### src/rtl/dfs_pkg.sv
// Package: shared types for the descriptor fetch sequencer.
// Assumes: nothing beyond standard SystemVerilog.
package dfs_pkg;

    // Sequencer phases; table read first, then the descriptor words.
    typedef enum logic [2:0] {
        ST_IDLE     = 3'd0,
        ST_TBL_REQ  = 3'd1,
        ST_TBL_WAIT = 3'd2,
        ST_DSC_REQ  = 3'd3,
        ST_DSC_WAIT = 3'd4,
        ST_DONE     = 3'd5
    } fetch_st_e;

endpackage

### src/rtl/dfs_ctrl.sv
// Module: dfs_ctrl
// Sequences one table read and then SHORT_WORDS or FULL_WORDS descriptor
// reads. Only one read is in flight at a time. The mode bit is sampled
// when a start is accepted.
// Assumes: SHORT_WORDS <= FULL_WORDS, and IDX_W can hold FULL_WORDS-1.
module dfs_ctrl
    import dfs_pkg::*;
#(
    parameter int FULL_WORDS  = 4,
    parameter int SHORT_WORDS = 3,
    parameter int IDX_W       = 2
) (
    input  logic             clk,
    input  logic             rst_n,
    input  logic             start_i,
    input  logic             short_i,
    input  logic             rd_ready_i,
    input  logic             rsp_valid_i,
    output logic             accept_o,
    output logic             ptr_load_o,
    output logic             word_we_o,
    output logic [IDX_W-1:0] word_idx_o,
    output logic             tbl_phase_o,
    output logic             rd_req_o,
    output logic             busy_o,
    output logic             desc_valid_o
);

    localparam logic [IDX_W-1:0] LAST_FULL  = IDX_W'(FULL_WORDS - 1);
    localparam logic [IDX_W-1:0] LAST_SHORT = IDX_W'(SHORT_WORDS - 1);

    fetch_st_e        state_q, state_d;
    logic             short_q;
    logic [IDX_W-1:0] idx_q;
    logic [IDX_W-1:0] last_idx;
    logic             last_word;

    assign accept_o   = (state_q == ST_IDLE) && start_i;
    assign ptr_load_o = (state_q == ST_TBL_WAIT) && rsp_valid_i;
    assign word_we_o  = (state_q == ST_DSC_WAIT) && rsp_valid_i;
    assign last_idx   = short_q ? LAST_SHORT : LAST_FULL;
    assign last_word  = (idx_q == last_idx);

    // Next-phase selection.
    always_comb begin
        state_d = state_q;
        unique case (state_q)
            ST_IDLE:     if (start_i)     state_d = ST_TBL_REQ;
            ST_TBL_REQ:  if (rd_ready_i)  state_d = ST_TBL_WAIT;
            ST_TBL_WAIT: if (rsp_valid_i) state_d = ST_DSC_REQ;
            ST_DSC_REQ:  if (rd_ready_i)  state_d = ST_DSC_WAIT;
            ST_DSC_WAIT: if (rsp_valid_i) state_d = last_word ? ST_DONE : ST_DSC_REQ;
            ST_DONE:                      state_d = ST_IDLE;
            default:                      state_d = ST_IDLE;
        endcase
    end

    // Phase register.
    always_ff @(posedge clk) begin
        if (!rst_n) state_q <= ST_IDLE;
        else        state_q <= state_d;
    end

    // Mode sample, taken at start acceptance.
    always_ff @(posedge clk) begin
        if (!rst_n)        short_q <= 1'b0;
        else if (accept_o) short_q <= short_i;
    end

    // Descriptor word index: cleared on pointer arrival, stepped per word.
    always_ff @(posedge clk) begin
        if (!rst_n)                      idx_q <= '0;
        else if (ptr_load_o)             idx_q <= '0;
        else if (word_we_o && !last_word) idx_q <= idx_q + 1'b1;
    end

    assign word_idx_o   = idx_q;
    assign tbl_phase_o  = (state_q == ST_TBL_REQ);
    assign rd_req_o     = (state_q == ST_TBL_REQ) || (state_q == ST_DSC_REQ);
    assign busy_o       = (state_q != ST_IDLE);
    assign desc_valid_o = (state_q == ST_DONE);

endmodule

### src/rtl/dfs_addr_gen.sv
// Module: dfs_addr_gen
// Holds the aligned table-entry address and the word-aligned descriptor
// pointer. It drives the read address for the current phase.
// Assumes: 4*(2**VEC_W - 1) fits below 2**ALIGN_BITS, so the entry stays
// inside the aligned table.
module dfs_addr_gen #(
    parameter int DW         = 32,
    parameter int VEC_W      = 8,
    parameter int IDX_W      = 2,
    parameter int ALIGN_BITS = 10
) (
    input  logic             clk,
    input  logic             rst_n,
    input  logic             accept_i,
    input  logic [VEC_W-1:0] vec_i,
    input  logic [DW-1:0]    base_i,
    input  logic             ptr_load_i,
    input  logic [DW-1:0]    ptr_i,
    input  logic             tbl_phase_i,
    input  logic [IDX_W-1:0] idx_i,
    output logic [DW-1:0]    addr_o
);

    localparam logic [DW-1:0] BASE_MASK = ~DW'((64'd1 << ALIGN_BITS) - 64'd1);
    localparam logic [DW-1:0] WORD_MASK = ~DW'(3);

    logic [DW-1:0] entry_q;
    logic [DW-1:0] ptr_q;
    logic [DW-1:0] entry_d;

    assign entry_d = (base_i & BASE_MASK) + (DW'(vec_i) << 2);

    // Table-entry address, formed once per accepted start.
    always_ff @(posedge clk) begin
        if (!rst_n)        entry_q <= '0;
        else if (accept_i) entry_q <= entry_d;
    end

    // Descriptor pointer with its byte-offset bits dropped.
    always_ff @(posedge clk) begin
        if (!rst_n)          ptr_q <= '0;
        else if (ptr_load_i) ptr_q <= ptr_i & WORD_MASK;
    end

    assign addr_o = tbl_phase_i ? entry_q : (ptr_q + (DW'(idx_i) << 2));

endmodule

### src/rtl/dfs_word_store.sv
// Module: dfs_word_store
// One register per descriptor slot. All slots clear on a new start, and
// the addressed slot loads when its word arrives.
// Assumes: idx_i < NWORDS whenever we_i is high.
module dfs_word_store #(
    parameter int DW     = 32,
    parameter int NWORDS = 4,
    parameter int IDX_W  = 2
) (
    input  logic                 clk,
    input  logic                 rst_n,
    input  logic                 clear_i,
    input  logic                 we_i,
    input  logic [IDX_W-1:0]     idx_i,
    input  logic [DW-1:0]        data_i,
    output logic [NWORDS*DW-1:0] words_o
);

    for (genvar g = 0; g < NWORDS; g++) begin : g_slot
        logic [DW-1:0] slot_q;

        // Slot g: clear on start, load on a matching write.
        always_ff @(posedge clk) begin
            if (!rst_n || clear_i)                    slot_q <= '0;
            else if (we_i && (idx_i == IDX_W'(g)))    slot_q <= data_i;
        end

        assign words_o[g*DW +: DW] = slot_q;
    end

endmodule

### src/rtl/desc_fetch_seq.sv
// Module: desc_fetch_seq (top)
// Two-level fetch: vector number -> table entry -> descriptor words.
// Connects the sequencer, the address generator and the word store.
// Assumes: the memory answers every accepted read exactly once, later
// than the acceptance cycle.
module desc_fetch_seq #(
    parameter int DW          = 32,
    parameter int VEC_W       = 8,
    parameter int FULL_WORDS  = 4,
    parameter int SHORT_WORDS = 3,
    parameter int ALIGN_BITS  = 10
) (
    input  logic                     clk,
    input  logic                     rst_n,
    input  logic                     start_i,
    input  logic [VEC_W-1:0]         vec_i,
    input  logic [DW-1:0]            tbl_base_i,
    input  logic                     short_mode_i,
    output logic                     busy_o,
    output logic                     rd_req_o,
    output logic [DW-1:0]            rd_addr_o,
    input  logic                     rd_ready_i,
    input  logic                     rsp_valid_i,
    input  logic [DW-1:0]            rsp_data_i,
    output logic                     desc_valid_o,
    output logic [FULL_WORDS*DW-1:0] desc_words_o
);

    localparam int IDX_W = (FULL_WORDS > 1) ? $clog2(FULL_WORDS) : 1;

    logic             accept;
    logic             ptr_load;
    logic             word_we;
    logic             tbl_phase;
    logic [IDX_W-1:0] word_idx;

    dfs_ctrl #(
        .FULL_WORDS (FULL_WORDS),
        .SHORT_WORDS(SHORT_WORDS),
        .IDX_W      (IDX_W)
    ) u_ctrl (
        .clk         (clk),
        .rst_n       (rst_n),
        .start_i     (start_i),
        .short_i     (short_mode_i),
        .rd_ready_i  (rd_ready_i),
        .rsp_valid_i (rsp_valid_i),
        .accept_o    (accept),
        .ptr_load_o  (ptr_load),
        .word_we_o   (word_we),
        .word_idx_o  (word_idx),
        .tbl_phase_o (tbl_phase),
        .rd_req_o    (rd_req_o),
        .busy_o      (busy_o),
        .desc_valid_o(desc_valid_o)
    );

    dfs_addr_gen #(
        .DW        (DW),
        .VEC_W     (VEC_W),
        .IDX_W     (IDX_W),
        .ALIGN_BITS(ALIGN_BITS)
    ) u_addr (
        .clk        (clk),
        .rst_n      (rst_n),
        .accept_i   (accept),
        .vec_i      (vec_i),
        .base_i     (tbl_base_i),
        .ptr_load_i (ptr_load),
        .ptr_i      (rsp_data_i),
        .tbl_phase_i(tbl_phase),
        .idx_i      (word_idx),
        .addr_o     (rd_addr_o)
    );

    dfs_word_store #(
        .DW    (DW),
        .NWORDS(FULL_WORDS),
        .IDX_W (IDX_W)
    ) u_store (
        .clk    (clk),
        .rst_n  (rst_n),
        .clear_i(accept),
        .we_i   (word_we),
        .idx_i  (word_idx),
        .data_i (rsp_data_i),
        .words_o(desc_words_o)
    );

endmodule

### config.mk
export PLATFORM = sky130hd
export DESIGN_NAME = desc_fetch_seq
export DESIGN_NICKNAME = d
export VERILOG_FILES = /design/src/rtl/dfs_pkg.sv /design/src/rtl/dfs_ctrl.sv /design/src/rtl/dfs_addr_gen.sv /design/src/rtl/dfs_word_store.sv /design/src/rtl/desc_fetch_seq.sv
export SDC_FILE = /design/constraint.sdc
export NUM_CORES = 1
export LEC_CHECK = 0
export ABC_AREA = 1
export BUFFER_PORTS_ARGS = -buffer_cell sky130_fd_sc_hd__clkbuf_2
export CAP_MARGIN = 20
export CELL_PAD_IN_SITES_DETAIL_PLACEMENT = 1
export CELL_PAD_IN_SITES_GLOBAL_PLACEMENT = 1
export CORE_AREA = 10 10 158 160
export DETAILED_ROUTE_END_ITERATION = 8
export DIE_AREA = 0 0 168 170
export PLACE_DENSITY = 0.93
export RECOVER_POWER = 100
export SLEW_MARGIN = 5
export SYNTH_ARGS = -nofsm -noshare
export SYNTH_HDL_FRONTEND = slang
export SYNTH_SLANG_ARGS = --single-unit
### constraint.sdc
create_clock -name clk -period 5.4 [get_ports clk]
set_input_delay 1.08 -clock clk [delete_from_list [all_inputs] [get_ports clk]]
set_output_delay 1.08 -clock clk [all_outputs]
set_load 0.02 [all_outputs]
==> impl_metrics.yaml <==
outcome:
  outcome: "complete, but fails checks"
  violations: "max-capacitance violations, max-slew violations"
final_layout:
  layout.cells.non_filler: 1642
  final_area_sq_um: 9946
  area_growth_syn_to_layout_pct: 18.68
  final_core_utilization_pct: 45.86
  drive_gt1_share_pct: 8.517
  final_nets: 1434
  antenna_cells: 0
timing:
  relSlewSlack_pct: -44.25
  setup_tns_ps: 0
  final.period_utilization_pct: 81.20
  setup_viol: 0
  hold_violations: 0
  finalCriticalPeriod_ps: 4385
  worst_pin_slew_ps: 2164
  skew_ps: 11.07
  rsz0062_at_grt: "no"
  drv_slew: 113
  setup_ws_ps: 1015
  max_freq_ghz: 0.2281
  timing.hold.ws_ps: 448.8
yosys:
  syn_area_per_cell_sq_um: 7.163
  synth_edf_count: 0
  yosys-top-cells-area: "dfxtp_1 46%, nand2_1 13%, a21oi_1 12%, nand3_1 9.6%, o21ai_0 4.8%"
  synth_seq_area_share_pct: 46.34
  synth_top_flop_cell: "dfxtp_1"
  syn_inst: 1170
  synthDistinctLibCells: 30
  synth_seq_cells: 194
  yosys_warnings: 0
  synth_top_area_share_pct: 46.34
  synth.largest_area_cell: "dfxtp_1"
  netlist_area_sq_um: 8381
  synth_common_cells: "292 x nand2_1, 195 x a21oi_1, 194 x dfxtp_1, 161 x nand3_1, 84 x inv_1"
  async_flop_share_pct: 0
  yosysMostFrequentCell: "nand2_1"
cts:
  cts.sinks: 194
  cts-resized-gates: 0
  clockBufferDepth: 2
  cts-root-buf: "clkbuf_16"
  post-cts-setup-buffer-count: 0
  cts_hold_buf: 0
  clk_latency_ps: 450
  clk_pin_slew_ps: 70
  cts_max_level: 4
  cts_tree: "done"
  cts_buffers: 17
routing:
  wire_per_inst_um: 19.37
  dr_total_vias: 8631
  dr.pass1.iters: 5
  post_drt_via_cell_ratio: 5.256
  drc: 0
  routed_wirelength_um: 31810
  drt-initial-drc-count: 551
  final_antenna_net_count: 0
job:
  maxCapViolCount: 2
critical_path:
  crit_required_ps: 5700
  crit_fanout: 50
  crit_path_end_kind: "flip-flop"
  worst_setup_path_start_kind: "input port"
  critPathKind: "input port to flip-flop"
  arrival_ps: 4690
floorplan:
  ios: 241
  core-area_sq_um: 21690
  die_w_um: 168
  die_h_um: 170
  rows: 54
  start_util_pct: 38.64
  dieArea_sq_um: 28560
placement:
  dp_cells: 1610
  dp_hpwl_um: 22380
  port_buffers: 228
  dpl_worst_slack_ps: 2049
  place_congestion: 0.8761
  postPlaceCellArea_sq_um: 9587
global_routing:
  grt_pass1_vias: 8910
  busiest_layer: "met2"
  grt_use_met2_pct: 35.64
  grt_max_degree: 79
  grt_use_met1_pct: 26.04
  antenna_found_initial: 0
  globalRouteOverflowTotal: 0
  grt_util_all_layers_pct: 21.50
  grt_first_pass_wirelength_um: 49690
  use_met3_pct: 6.542
power_and_ir_drop:
  p_int_mw: 2.290
  p_comb_share_pct: 14.4
  power_density_nw_per_um2: 338.3
  p_seq_share_pct: 46.1
  p_sw_share_pct: 31.96
  p_total_mw: 3.365
  clockPowerShare_pct: 39.4
  p_sw_mw: 1.075
  vdd_drop_max_uv: 210.6
  leakage_nw: 3.510
hold_path:
  min-delay-path-class: "flip-flop to flip-flop"
[metal layers]
| layer | vias to the layer above | share of wire (%) |
|---|---|---|
| met2 | 230 | 47 |
| li1 | 4188 | - |
| met5 | - | 0 |
| met3 | 44 | 7.0 |
| met4 | 0 | 2.4 |
| met1 | 4169 | 43 |
[kinds of logic after synthesis]
logic type,Yosys count,synth area share [%]
DFF,194,46.34
xor gates and xnor gates,3,0.3136
and+or+nand+nor,515,26.04
other,1,0.04475
adders and majority gates,7,1.135
buffers and inverters,169,9.226
AOI/OAI and AO/OA,281,16.90
[path summary, 6_finish.rpt]
kind | from | end | slack (ps) | cells after the start
max | rsp_valid_i | u_store.g_slot[0].slot_q[7] | 1020 | 7
min | u_addr.entry_q[3] | u_addr.entry_q[3] | 450 | 2
max reg2reg | u_ctrl.state_q[1] | u_store.g_slot[0].slot_q[7] | 1180 | 7
min reg2reg | u_addr.entry_q[3] | u_addr.entry_q[3] | 450 | 2
[worst max-delay path: stages]
cell      delay (ps)
clkbuf_1         110
inv_1             90
nor2_2          1530
nand2_1          950
clkbuf_1         630
nand2_1          200
a21oi_1           80
[flip-flops by register name (all words and copies together), names as in the netlist]
register and cells:
u_ctrl.word_idx_o 2, u_store.g_slot.slot_q 128, u_ctrl.short_q 1, u_addr.ptr_q 30, u_ctrl.state_q 3, u_addr.entry_q 30
[layout by cell type (no fill, tap or decap)]
master,instances
inv_8,4
a211oi_1,1
nor2_2,1
clkinvlp_4,2
clkbuf_16,17
xnor2_1,1
nand2_1,291
dfxtp_1,194
buf_16,1
xor2_1,2
o21ai_0,80
fa_1,1
nor2_1,55
nand4_1,1
nand3b_1,1
a21oi_1,195
nor3_1,1
nand2_4,2
ha_1,6
clkbuf_2,68
a31oi_1,2
o21bai_1,1
nand3_2,1
o22ai_1,2
nor2_4,1
clkinv_8,4
nand3_1,161
inv_6,3
clkbuf_1,164
buf_4,10
clkinv_4,1
bufinv_16,1
conb_1,2
inv_1,85
[cell type report]
cell class	instances	area, sq um
Timing Repair Buffer	243	1059
Inverter	85	319.1
Fill cell	2916	11740
Multi-Input combinational cell	808	3719
Clock buffer	17	425.4
Tap cell	280	350.3
Clock inverter	15	190.2
Sequential cell	194	3884
[power groups by stage]
| stage | registers (mW) | logic [mW] | clock network (mW) |
|---|---|---|---|
| 2_1_floorplan | 1.56 | 0.338 | 0 |
| 3_3_place_gp | 1.58 | 0.486 | 0 |
| 3_5_place_dp | 1.58 | 0.498 | 0 |
| 4_1_cts | 1.55 | 0.503 | 1.34 |
| 5_1_grt | 1.56 | 0.544 | 1.40 |
| 6_report | 1.55 | 0.486 | 1.33 |
(Power assumes the default switching activity.)
